## src/rtl/ldm_pkg.sv

```systemverilog
package ldm_pkg;

  // Lead periods before the command and command length in interface clocks.
  localparam int LEAD_PERIODS = 2;
  localparam int CMD_LEN      = 6;
  // Position read without extra data, followed by its redundant copy.
  localparam logic [CMD_LEN-1:0] CMD_POS_ONLY = 6'b000111;

  typedef enum logic [2:0] {
    ST_IDLE,
    ST_LAUNCH,
    ST_RUN,
    ST_GAP,
    ST_KICK,
    ST_DIV
  } ldm_state_e;

endpackage

```

## src/rtl/ldm_frame_gen.sv

```systemverilog
// Interface clock and command sequencer for one measurement run.
module ldm_frame_gen
  import ldm_pkg::*;
#(
  parameter int HALF_PERIOD = 1000,
  parameter int TMO_PERIODS = 8
) (
  input  logic clk,
  input  logic rst,
  input  logic go,
  input  logic stop,
  output logic iclk,
  output logic cmd_out,
  output logic cmd_oe,
  output logic listen,
  output logic rise_evt,
  output logic tmo_evt
);

  localparam int PHW      = (HALF_PERIOD > 2) ? $clog2(HALF_PERIOD) : 1;
  localparam int LISTEN_AT = LEAD_PERIODS + CMD_LEN;
  localparam int TMO_AT    = LISTEN_AT + TMO_PERIODS;
  localparam int FW        = $clog2(TMO_AT + 2);

  logic             active;
  logic [PHW-1:0]   ph;
  logic [FW-1:0]    fcnt;
  logic [CMD_LEN-1:0] cmd_sr;
  logic             hp;
  logic             fall_now;
  logic             in_cmd;

  assign hp       = active && (ph == PHW'(HALF_PERIOD - 1));
  assign fall_now = hp && iclk;
  assign rise_evt = hp && !iclk;
  assign in_cmd   = (fcnt >= FW'(LEAD_PERIODS)) && (fcnt < FW'(LISTEN_AT));
  assign tmo_evt  = fall_now && (fcnt == FW'(TMO_AT));

  always_ff @(posedge clk) begin
    if (rst) begin
      active  <= 1'b0;
      ph      <= '0;
      fcnt    <= '0;
      iclk    <= 1'b1;
      cmd_out <= 1'b0;
      cmd_oe  <= 1'b0;
      listen  <= 1'b0;
      cmd_sr  <= '0;
    end else if (stop) begin
      active  <= 1'b0;
      ph      <= '0;
      iclk    <= 1'b1;
      cmd_out <= 1'b0;
      cmd_oe  <= 1'b0;
      listen  <= 1'b0;
    end else if (go) begin
      active  <= 1'b1;
      ph      <= '0;
      fcnt    <= '0;
      iclk    <= 1'b1;
      cmd_out <= 1'b0;
      cmd_oe  <= 1'b1;
      listen  <= 1'b0;
      cmd_sr  <= CMD_POS_ONLY;
    end else if (active) begin
      ph <= hp ? '0 : ph + 1'b1;
      if (hp) iclk <= ~iclk;
      if (fall_now) begin
        fcnt <= fcnt + 1'b1;
        if (in_cmd) begin
          cmd_out <= cmd_sr[CMD_LEN-1];
          cmd_sr  <= {cmd_sr[CMD_LEN-2:0], 1'b0};
        end
        if (fcnt == FW'(LISTEN_AT)) begin
          cmd_oe  <= 1'b0;
          cmd_out <= 1'b0;
          listen  <= 1'b1;
        end
      end
    end
  end

endmodule

```

## src/rtl/ldm_edge_stamp.sv

```systemverilog
// Free-running timestamp, rising-edge capture and start-bit detection.
module ldm_edge_stamp #(
  parameter int TW = 16
) (
  input  logic          clk,
  input  logic          rst,
  input  logic          listen,
  input  logic          rise_evt,
  input  logic          din,
  output logic          hit,
  output logic [TW-1:0] span
);

  logic [TW-1:0] ts;
  logic [TW-1:0] last_rise;
  logic          s1, s2;

  always_ff @(posedge clk) begin
    if (rst) begin
      ts        <= '0;
      last_rise <= '0;
      s1        <= 1'b0;
      s2        <= 1'b0;
    end else begin
      ts <= ts + 1'b1;
      s1 <= din;
      s2 <= s1;
      if (rise_evt) last_rise <= ts;
    end
  end

  // Wrap-safe difference; valid in the cycle where hit is high.
  assign hit  = listen && s1 && !s2;
  assign span = ts - last_rise;

endmodule

```

## src/rtl/ldm_div_const.sv

```systemverilog
// Restoring divider by a constant, one quotient bit per cycle.
module ldm_div_const #(
  parameter int NW      = 18,
  parameter int QW      = 16,
  parameter int DIVISOR = 3
) (
  input  logic          clk,
  input  logic          rst,
  input  logic          go,
  input  logic [NW-1:0] num,
  output logic [QW-1:0] quo,
  output logic          done
);

  localparam int RW = $clog2(DIVISOR) + 1;
  localparam int CW = $clog2(NW + 1);

  logic [NW-1:0] acc;
  logic [RW-1:0] rem;
  logic [RW-1:0] trial;
  logic [CW-1:0] cnt;
  logic          run;
  logic          ge;

  assign trial = {rem[RW-2:0], acc[NW-1]};
  assign ge    = trial >= RW'(DIVISOR);
  assign quo   = acc[QW-1:0];

  always_ff @(posedge clk) begin
    if (rst) begin
      acc  <= '0;
      rem  <= '0;
      cnt  <= '0;
      run  <= 1'b0;
      done <= 1'b0;
    end else begin
      done <= 1'b0;
      if (go) begin
        acc <= num;
        rem <= '0;
        cnt <= CW'(NW);
        run <= 1'b1;
      end else if (run) begin
        acc <= {acc[NW-2:0], ge};
        rem <= ge ? (trial - RW'(DIVISOR)) : trial;
        cnt <= cnt - 1'b1;
        if (cnt == CW'(1)) begin
          run  <= 1'b0;
          done <= 1'b1;
        end
      end
    end
  end

endmodule

```

## src/rtl/line_delay_meter.sv

```systemverilog
// Power-up line delay measurement for a clocked serial encoder link.
module line_delay_meter
  import ldm_pkg::*;
#(
  parameter int HALF_PERIOD = 1000,
  parameter int DLY_W       = 16,
  parameter int RUNS        = 3,
  parameter int TMO_PERIODS = 8,
  parameter int GAP_PERIODS = 4,
  parameter bit AUTO_START  = 1'b1
) (
  input  logic             clk,
  input  logic             rst,
  input  logic             start,
  input  logic             data_in,
  output logic             enc_clk,
  output logic             enc_cmd,
  output logic             enc_cmd_oe,
  output logic [DLY_W-1:0] delay_ticks,
  output logic             meas_valid,
  output logic             meas_unreliable,
  output logic             meas_timeout,
  output logic             meas_done,
  output logic             meas_busy
);

  localparam int SUM_W      = DLY_W + $clog2(RUNS);
  localparam int RUN_W      = $clog2(RUNS);
  localparam int SPREAD_LIM = (2 * HALF_PERIOD) / 8;
  localparam int GAP_TICKS  = GAP_PERIODS * 2 * HALF_PERIOD;
  localparam int GW         = $clog2(GAP_TICKS + 1);

  ldm_state_e       state;
  logic [RUN_W-1:0] run_idx;
  logic [GW-1:0]    gcnt;
  logic             auto_pend;

  logic             go, stop, listen, rise_evt, tmo_evt, hit;
  logic [DLY_W-1:0] span;
  logic             div_go, div_done;
  logic [DLY_W-1:0] div_q;

  logic [DLY_W-1:0] res [RUNS];
  logic [SUM_W-1:0] sum;
  logic [DLY_W-1:0] mx, mn;
  logic             too_wide;

  assign go     = (state == ST_LAUNCH);
  assign stop   = (state == ST_RUN) && (hit || tmo_evt);
  assign div_go = (state == ST_KICK);

  ldm_frame_gen #(
    .HALF_PERIOD (HALF_PERIOD),
    .TMO_PERIODS (TMO_PERIODS)
  ) u_frame (
    .clk      (clk),
    .rst      (rst),
    .go       (go),
    .stop     (stop),
    .iclk     (enc_clk),
    .cmd_out  (enc_cmd),
    .cmd_oe   (enc_cmd_oe),
    .listen   (listen),
    .rise_evt (rise_evt),
    .tmo_evt  (tmo_evt)
  );

  ldm_edge_stamp #(
    .TW (DLY_W)
  ) u_stamp (
    .clk      (clk),
    .rst      (rst),
    .listen   (listen),
    .rise_evt (rise_evt),
    .din      (data_in),
    .hit      (hit),
    .span     (span)
  );

  ldm_div_const #(
    .NW      (SUM_W),
    .QW      (DLY_W),
    .DIVISOR (RUNS)
  ) u_div (
    .clk  (clk),
    .rst  (rst),
    .go   (div_go),
    .num  (sum),
    .quo  (div_q),
    .done (div_done)
  );

  // One result slot per run.
  for (genvar g = 0; g < RUNS; g++) begin : g_slot
    always_ff @(posedge clk) begin
      if (rst) begin
        res[g] <= '0;
      end else if ((state == ST_RUN) && hit && (run_idx == RUN_W'(g))) begin
        res[g] <= span;
      end
    end
  end

  always_comb begin
    sum = '0;
    mx  = res[0];
    mn  = res[0];
    for (int i = 0; i < RUNS; i++) begin
      sum = sum + SUM_W'(res[i]);
      if (res[i] > mx) mx = res[i];
      if (res[i] < mn) mn = res[i];
    end
    too_wide = (mx - mn) > DLY_W'(SPREAD_LIM);
  end

  always_ff @(posedge clk) begin
    if (rst) begin
      state           <= ST_IDLE;
      run_idx         <= '0;
      gcnt            <= '0;
      auto_pend       <= AUTO_START;
      delay_ticks     <= '0;
      meas_valid      <= 1'b0;
      meas_unreliable <= 1'b0;
      meas_timeout    <= 1'b0;
      meas_done       <= 1'b0;
      meas_busy       <= 1'b0;
    end else begin
      meas_done <= 1'b0;
      unique case (state)
        ST_IDLE: begin
          if (start || auto_pend) begin
            auto_pend       <= 1'b0;
            meas_busy       <= 1'b1;
            meas_valid      <= 1'b0;
            meas_unreliable <= 1'b0;
            meas_timeout    <= 1'b0;
            run_idx         <= '0;
            state           <= ST_LAUNCH;
          end
        end
        ST_LAUNCH: state <= ST_RUN;
        ST_RUN: begin
          if (hit) begin
            if (run_idx == RUN_W'(RUNS - 1)) begin
              state <= ST_KICK;
            end else begin
              run_idx <= run_idx + 1'b1;
              gcnt    <= '0;
              state   <= ST_GAP;
            end
          end else if (tmo_evt) begin
            meas_timeout <= 1'b1;
            meas_done    <= 1'b1;
            meas_busy    <= 1'b0;
            state        <= ST_IDLE;
          end
        end
        ST_GAP: begin
          if (gcnt == GW'(GAP_TICKS - 1)) state <= ST_LAUNCH;
          else gcnt <= gcnt + 1'b1;
        end
        ST_KICK: state <= ST_DIV;
        ST_DIV: begin
          if (div_done) begin
            delay_ticks     <= div_q;
            meas_valid      <= !too_wide;
            meas_unreliable <= too_wide;
            meas_done       <= 1'b1;
            meas_busy       <= 1'b0;
            state           <= ST_IDLE;
          end
        end
        default: state <= ST_IDLE;
      endcase
    end
  end

endmodule

```

## config.mk

```make
export PLATFORM = sky130hd
export DESIGN_NAME = line_delay_meter
export DESIGN_NICKNAME = d
export VERILOG_FILES = /design/src/rtl/ldm_pkg.sv /design/src/rtl/ldm_frame_gen.sv /design/src/rtl/ldm_edge_stamp.sv /design/src/rtl/ldm_div_const.sv /design/src/rtl/line_delay_meter.sv
export SDC_FILE = /design/constraint.sdc
export NUM_CORES = 1
export LEC_CHECK = 0
export BUFFER_PORTS_ARGS = -buffer_cell sky130_fd_sc_hd__buf_2
export CELL_PAD_IN_SITES_DETAIL_PLACEMENT = 1
export CELL_PAD_IN_SITES_GLOBAL_PLACEMENT = 1
export CORE_UTILIZATION = 52
export CTS_CLUSTER_SIZE = 30
export DETAILED_ROUTE_END_ITERATION = 16
export GPL_TIMING_DRIVEN = 0
export PLACE_DENSITY_LB_ADDON = 0.1
export SLEW_MARGIN = 20
export SYNTH_ARGS = -nofsm -noshare
export SYNTH_HDL_FRONTEND = slang
export SYNTH_SLANG_ARGS = --single-unit
```

## constraint.sdc

```tcl
create_clock -name clk -period 11.75 [get_ports clk]
set_input_delay 1.175 -clock clk [delete_from_list [all_inputs] [get_ports clk]]
set_output_delay 1.175 -clock clk [all_outputs]
set_load 0.05 [all_outputs]
```

== Word level (Yosys, flattened, before mapping) ==
Memory sizes are Yosys's and may differ from the RTL's.
Index checks and enable logic that the tools add are counted.
Cells by class
  $add $sub $neg: 11
  order comparisons: 8
  eq/ne operators: 21
  mux-type cells: 73
  bitwise logic cells: 6
  reductions and logical operators: 47
Operators with widths (number)
  $mux 16: 7
  $mux 13: 3
  $mux 18: 2
  $mux 1: 33
  $gt 16x16->1: 2
  $lt 16x16->1: 2
  $sub 16x16->16: 2
  $pmux 13 s2: 1
  $mux 5: 5
  $mux 6: 4
  $reduce_and 4->1: 5
  $add 17x16->18: 1
  $mux 3: 6
  $pmux 3 s6: 1
  $reduce_bool 2->1: 9
  $add 16x16->17: 1
  $add 16x1->16 const B: 1
  $gt 16x8->1 const B: 1
  $reduce_and 3->1: 5
  $ne 2x2->1 const B: 7
  $add 13x1->13 const B: 1
  $eq 13x13->1 const B: 1
  $logic_and 1x1->1: 12
  $add 10x1->10 const B: 1
  other kinds (34): 53
Storage, ports and cells
  bits in registers: 127
  RAM bits: 48
  input bits: 4
  output and inout port bits: 24
  logic and storage cells: 195
  memories: 1
Memory list
  res: depth 3, width 16, rd ports 3, clocked after memory_dff 0, wr ports 3, line line_delay_meter.sv:43  | logic [DLY_W-1:0] res [RUNS];

== Depth between registers and ports, before layout ==
Gate-level depths: netlist (run 1).
An unclocked memory read counts as a cell.
  depth after elaboration: 10
  gate-level depth with buffers: 31
  mapped depth without buffers: 29

== Modules after synthesis ==
From an unflattened synthesis (run 1), not the netlist that was laid out.
Second synthesis, totals
  cell total of the unflattened synthesis: 1396
  area total of the unflattened synthesis: 12040.3 um^2
Modules (own cells, without submodules)
  line_delay_meter: instances 1, cells each 816, area each 7100.6 um^2, seq. area each 2242.2 um^2
  ldm_edge_stamp: instances 1, cells each 259, area each 2199.6 um^2, seq. area each 680.7 um^2
  ldm_div_const: instances 1, cells each 160, area each 1387.6 um^2, seq. area each 540.5 um^2
  ldm_frame_gen: instances 1, cells each 161, area each 1352.5 um^2, seq. area each 520.5 um^2

== Worst setup path before layout (run 1) ==
OpenSTA, ideal clock, no wires.
  kind: flip-flop to flip-flop
  start point: memory res[1][1]
  end point: register meas_unreliable
  library setup time: 116 ps
  arrival time: 6165 ps
  required time: 11634 ps
  setup slack: 5469 ps
  cell stages (with the launch flop): 30
  path buffers: 3
  clock period less this slack: 6281 ps
  path through: edfxtp_1 > ha_1 > nor2b_1 > o211ai_1 > a2111oi_4 > nor3_2 > clkbuf_1 > nor2_1 > a21oi_1 > ha_1 > and3_1 > a2111oi_0 > o21ai_1 > or3b_1 > a21oi_4 > clkbuf_1 > clkbuf_1 > a21oi_1 > ha_1 > fa_1 > nor2b_1 > o31a_1 > o211ai_1 > inv_1 > o21a_1 > a211oi_1 > a311oi_1 > and3b_1 > nand4_1 > o211a_1
RTL lines
  from (decl): line line_delay_meter.sv:43
  to (signal assigned): line line_delay_meter.sv:168  | meas_unreliable <= too_wide;
  to (decl): line line_delay_meter.sv:21  | output logic meas_unreliable,

==> flow_metrics.py, run 1 <==
metrics = {
    "status": {
        "status": "finished, final reports clean",
    },
    "synth": {
        "syn-num-nets": 1458,
        "synth_edf_count": 48,
        "yosysTopAreaCell": "dfxtp_1",
        "synth_top_area_frac": 0.229,
        "ys_ff_latch": 175,
        "ys.flop_type": "dfxtp_1",
        "synth_area_per_cell_sq_um": 8.35,
        "yosys-top-cells-count": "nor2_1 (228), a21oi_1 (151), nand2_1 (140), dfxtp_1 (127), ha_1 (104)",
        "yosysMostFrequentCell": "nor2_1",
        "yosysWarnings": 0,
        "syn_inst": 1331,
        "synth_area_sq_um": 11100,
        "synth_area_leaders": "dfxtp_1 (23%), edfxtp_1 (13%), ha_1 (12%), nor2_1 (7.7%), a21oi_1 (6.8%)",
        "yosysUniqueCellTypes": 71,
        "postSynth.asyncResetShare": 0,
        "ys_seq_area_frac": 0.358,
    },
    "setup_path": {
        "crit_arrival_ns": 7.84,
        "worst_r2r_path_depth": 30,
        "crit_slowest_cell": "edfxtp_1",
        "cp_max_fo": 10,
        "max_stage_delay_ns": 0.47,
        "worstSetupEndpointType": "flip-flop",
        "worst_setup_path_start_kind": "flip-flop",
        "critPathKind": "reg -> reg",
        "cp.required_ns": 12.08,
    },
    "timing": {
        "slew_headroom": 0.231,
        "rsz0062_at_grt": "false",
        "fmax_ghz": 0.133,
        "tns_ns": 0,
        "min_period_over_period": 0.639,
        "finalSetupViolCount": 0,
        "finalMaxSlewViolations": 0,
        "setup_ws_ns": 4.25,
        "fin_crit_ns": 7.50,
        "finalHoldViolations": 0,
        "tightest_slew_ns": 1.14,
        "finClkSkew_ns": 0.0188,
    },
    "cts": {
        "clock_path_buffers": 2,
        "clk_latency_ns": 0.45,
        "numCtsBuffers": 17,
        "cts_max_level": 4,
        "post_cts_buffers": 0,
        "cts_resized": 0,
        "cts_tree": "done",
        "clk_root_buffer_cell": "clkbuf_16",
        "ctsHoldBuffers": 0,
        "path_clk_slew_ns": 0.08,
        "clock-sinks": 175,
    },
    "detailed_routing": {
        "drt-initial-drc-count": 481,
        "ant_nets": 0,
        "dr.pass1.iters": 5,
        "route.met2.wl_microns": 15900,
        "drt_wl_total_microns": 32300,
        "via_per_inst": 5.82,
        "dr_total_vias": 9687,
        "wl_met1_microns": 14100,
        "top_layer": "met4",
        "wl_per_cell_microns": 19.4,
        "wl_met3_microns": 818,
        "drc": 0,
    },
    "cells_and_area": {
        "multi_input_area_sq_um": 6680,
        "fin_nets": 1503,
        "fill_cells": 2570,
        "syn_to_final_growth_pct": 9.46,
        "insertedDiodeCount": 0,
        "ff_latch_area_sq_um": 3980,
        "drive_above_1_share": 0.0569,
    },
    "hold_path": {
        "holdPathStages": 2,
        "hold_path.class": "reg -> reg",
    },
    "global_route": {
        "grt_pass1_wl_microns": 52500,
        "overflow": 0,
        "grtUsageTotal": 0.306,
        "antenna_found_initial": 0,
        "grt_pass1_vias": 10200,
        "grt_max_degree": 20,
    },
    "power_and_ir_drop": {
        "power_density_nw_per_um2": 148,
        "p_leak_nw": 4.71,
        "peakVddDrop_uv": 87.5,
    },
    "placement": {
        "place_ws_ns": 4.23,
        "port_buffers": 26,
        "place_congestion": 0.941,
        "post-dp-hpwl_microns": 24800,
    },
    "run": {
        "cap_violations": 0,
    },
    "die": {
        "start_util": 0.529,
        "core_sq_um": 21000,
        "die_x_microns": 148,
        "die_h_microns": 148,
        "ios": 28,
        "dieArea_sq_um": 22000,
        "rows": 53,
    },
}
-- per-layer routing --
layer	vias to the layer above	global-route usage
met5	-	0
met4	0	0.159
met3	66	0.0396
met2	152	0.532
met1	4758	0.369
li1	4711	-
-- through the flow --
stage	util	instance area (sq um)	hold WS [ns]	instances	power [mW]
CTS	0.579	12200	0.456	1664	1.81
global placement	0.551	11600	0.438	1632	1.21
detailed placement	0.551	11600	0.446	1632	1.23
floorplan	-	11100	0.432	1331	1.09
global route	0.579	12200	0.474	1664	1.90
finish	0.579	12200	0.452	1664	1.81
-- worst paths after layout --
check                       from         endpoint  slack (ns)
setup / recovery       res[1][1]  meas_unreliable        4.25
hold / removal    delay_ticks[2]   delay_ticks[2]        0.45
setup reg to reg       res[1][1]  meas_unreliable        4.25
hold reg to reg   delay_ticks[2]   delay_ticks[2]        0.45
-- critical path: cells and delay by family, from the launching register on --
family	cells	cell delay [ns]
flip-flops	1	0.47
AO/OA/AOI/OAI	14	2.70
adder cells (fa/ha/maj)	4	1.22
buffers and inverters	4	1.32
AND/OR/NAND/NOR	8	1.67
-- cell usage in the layout, fill, tap and decap left out, types with 29 or more instances in the layout --
master	n
o21ai_0	42
nand3_1	29
dfxtp_1	127
xor2_1	37
edfxtp_1	48
nor2_1	228
a21oi_1	151
clkbuf_1	46
inv_1	71
nand2_1	140
ha_1	104
-- where the power goes --
| group | switching [mW] | total (mW) | internal (mW) |
|---|---|---|---|
| registers | 0.0265 | 0.670 | 0.643 |
| clock network | 0.288 | 0.572 | 0.284 |
| logic | 0.353 | 0.563 | 0.210 |
-- logic make-up (layout without fill, tap and decap cells) --
| family | after synthesis | count (layout) | share of synthesized area |
|---|---|---|---|
| multiplexers | 30 | 30 | 0.0288 |
| adder cells (fa/ha/maj) | 123 | 123 | 0.151 |
| AO/OA/AOI/OAI | 289 | 289 | 0.157 |
| XOR/XNOR | 65 | 65 | 0.0519 |
| AND/OR/NAND/NOR | 530 | 530 | 0.212 |
| buffers and inverters | 119 | 177 | 0.0403 |
| flip-flops | 175 | 175 | 0.358 |
-- final cells by class --
class / instances / area share
well taps: 275 / 0.0283
clock inverters: 14 / 0.0121
repair buffers: 26 / 0.0107
inverters: 72 / 0.0222
flip-flops and latches: 175 / 0.327
plain buffers: 47 / 0.0146
clock buffers: 18 / 0.0353
multi-input cells: 1037 / 0.549
-- sequential cells by signal, summed over array words and instances (netlist names), 2 cells and up --
register / flops
u_div.acc: 18
u_frame.ph: 10
u_frame.cmd_sr: 6
gcnt: 13
u_frame.fcnt: 5
u_stamp.ts: 16
res: 48
u_div.cnt: 5
state: 3
delay_ticks: 16
run_idx: 2
u_div.rem: 2
u_stamp.last_rise: 16
Note: power is estimated with default switching activity, not from simulation.
==> run 2, diff against run 1 <==
Settings changed: CORE_UTILIZATION 52 to 44.
Clock period 11.75 ns to 6.2 ns, I/O delays scaled along.
==> run 2 against run 1 <==
  * The run now ends with setup timing left
  * Final area is 7.6% higher
  * Largest power group unchanged
  * Core utilization is 4.5 points lower
  * Fmax is 13% higher
  * Critical path type unchanged
  * Global-route usage down 6.3 points
  * Wire length increased by 0.71%
  * Die area is 18% higher
==> flow_metrics.py, run 2 (same netlist as run 1, synthesis figures left out) <==
metrics = {
    "timing": {
        "setup_ws_ns": -0.449,
        "finalMaxSlewViolations": 0,
        "tightest_slew_ns": 0.896,
        "fmax_ghz": 0.150,
        "fin_crit_ns": 6.65,
        "finalHoldViolations": 0,
        "holdWs_ns": 0.430,
        "rsz0062_at_grt": "true",
        "slew_headroom": 0.397,
        "finalSetupViolCount": 2,
        "min_period_over_period": 1.07,
        "finClkSkew_ns": 0.0199,
    },
    "setup_path": {
        "worst_r2r_path_depth": 32,
        "timing.rr.start": "res[0][1]",
        "crit_slowest_cell": "edfxtp_1",
        "worst_setup_path_start_kind": "flip-flop",
        "worstSetupEndpointType": "flip-flop",
        "rrSetupSlack_ns": -0.45,
        "critPathKind": "reg -> reg",
        "rr_endpoint": "meas_unreliable",
        "crit_buf_inv": 7,
        "worst_path_dominant_cell_family": "compound AO/OA/AOI/OAI gates",
        "crit_arrival_ns": 6.97,
        "cp_max_fo": 6,
        "cp.required_ns": 6.52,
        "max_stage_delay_ns": 0.41,
    },
    "cells_and_area": {
        "fill_cells": 2935,
        "regMostFlops": "res",
        "layout.cells.most_common": "nor2_1",
        "syn_to_final_growth_pct": 17.8,
        "fin_nets": 1561,
        "largestRegisters": "res: 48 flops, u_div.acc: 18 flops",
        "ff_latch_area_sq_um": 3980,
        "largest_register_ffs": 48,
        "layout_common_cells": "nor2_1 (224), nand2_1 (140), a21oi_1 (132)",
        "insertedDiodeCount": 0,
        "multi_input_area_sq_um": 6990,
        "drive_above_1_share": 0.138,
    },
    "die": {
        "die_h_microns": 161,
        "ios": 28,
        "dieArea_sq_um": 25900,
        "rows": 57,
        "die_x_microns": 161,
        "start_util": 0.453,
        "core_sq_um": 24500,
    },
    "hold_path": {
        "holdPathStages": 2,
        "min_to": "u_stamp.s1",
        "hold_path.class": "in -> reg",
        "hp-start": "data_in",
    },
    "cts": {
        "clk_root_buffer_cell": "clkbuf_16",
        "numCtsBuffers": 17,
        "cts_max_level": 4,
        "clock-sinks": 175,
        "clk_latency_ns": 0.44,
        "path_clk_slew_ns": 0.08,
        "cts_tree": "done",
        "clock_path_buffers": 2,
    },
    "detailed_routing": {
        "dr.pass1.iters": 4,
        "drt-initial-drc-count": 453,
        "ant_nets": 0,
        "dr_total_vias": 9839,
        "via_per_inst": 5.56,
        "drt_wl_total_microns": 32500,
        "wl_per_cell_microns": 18.3,
        "drc": 0,
    },
    "power_and_ir_drop": {
        "power_density_nw_per_um2": 272,
        "peakVddDrop_uv": 148,
        "p_leak_nw": 5.08,
    },
    "placement": {
        "place_ws_ns": -1.05,
        "place_congestion": 0.897,
        "port_buffers": 26,
        "post-dp-hpwl_microns": 23900,
    },
    "global_route": {
        "grtUsageTotal": 0.243,
        "antenna_found_initial": 0,
        "overflow": 0,
        "grt_pass1_wl_microns": 50400,
        "grt_max_degree": 20,
        "grt_pass1_vias": 9881,
    },
    "run": {
        "cap_violations": 0,
    },
    "status": {
        "status": "finished with violations",
        "violations": "setup timing",
    },
}
==> run 2: changes by cell type in the layout (fill, tap and decap cells not counted), moves of 4 or more <==
cell,before,now
inv_2,0,4
inv_1,71,67
nor2_1,228,224
a21oi_1,151,132
a21oi_2,0,16
clkbuf_8,0,6
clkbuf_1,46,34
ha_1,104,95
ha_4,0,7
buf_4,0,58
==> run 2: per-layer routing <==
layer	wire, microns	GRT usage	up-vias
met5	0	0	-
met4	957	0.0738	0
met3	771	0.0282	53
met2	15600	0.415	154
met1	15100	0.321	4800
li1	-	-	4832
==> run 2: through the flow <==
stage / setup TNS, ns / power (mW) / utilization / std cells / instance area, sq um
2_1_floorplan: 0 / 2.06 / - / 1331 / 11100
3_3_place_gp: -1.91 / 2.30 / 0.475 / 1681 / 11700
3_5_place_dp: -2.01 / 2.34 / 0.475 / 1681 / 11700
4_1_cts: -0.0515 / 3.51 / 0.517 / 1743 / 12700
5_1_grt: -1.44 / 3.76 / 0.534 / 1771 / 13100
6_report: -0.842 / 3.56 / 0.534 / 1771 / 13100
==> run 2: where the power goes <==
group	total, mW	internal [mW]	leakage [nW]	switching (mW)
Sequential	1.26	1.22	1.48	0.0450
Clock	1.09	0.577	0.295	0.515
Combinational	1.20	0.490	3.31	0.714
==> run 2: what timing repair did <==
action	4_1_cts	5_1_grt
endpoints found under the setup margin	2	2
gates resized for setup	57	33
buffers inserted	30	28
pin swaps	9	25
hold buffers	0	0
==> run 2: area by class of cell <==
type / count / share of cell area
Multi-Input combinational cell: 1037 / 0.534
Clock inverter: 14 / 0.0132
Inverter: 72 / 0.0206
Tap cell: 324 / 0.0310
Buffer: 47 / 0.0203
Sequential cell: 175 / 0.304
Timing Repair Buffer: 84 / 0.0435
Clock buffer: 18 / 0.0328
==> run 2: worst max-delay path by stage <==
| stage | startpoint | to | slack (ns) | cells past startpoint |
|---|---|---|---|---|
| 2_1_floorplan | res[1][1] | meas_unreliable | 0.08 | 29 |
| 3_3_place_gp | res[1][1] | meas_unreliable | -0.99 | 29 |
| 3_5_place_dp | res[1][1] | meas_unreliable | -1.05 | 29 |
| 4_1_cts | res[1][1] | meas_unreliable | -0.05 | 30 |
| 5_1_grt | res[0][7] | meas_unreliable | -0.74 | 29 |
| 6_report | res[0][1] | meas_unreliable | -0.45 | 32 |
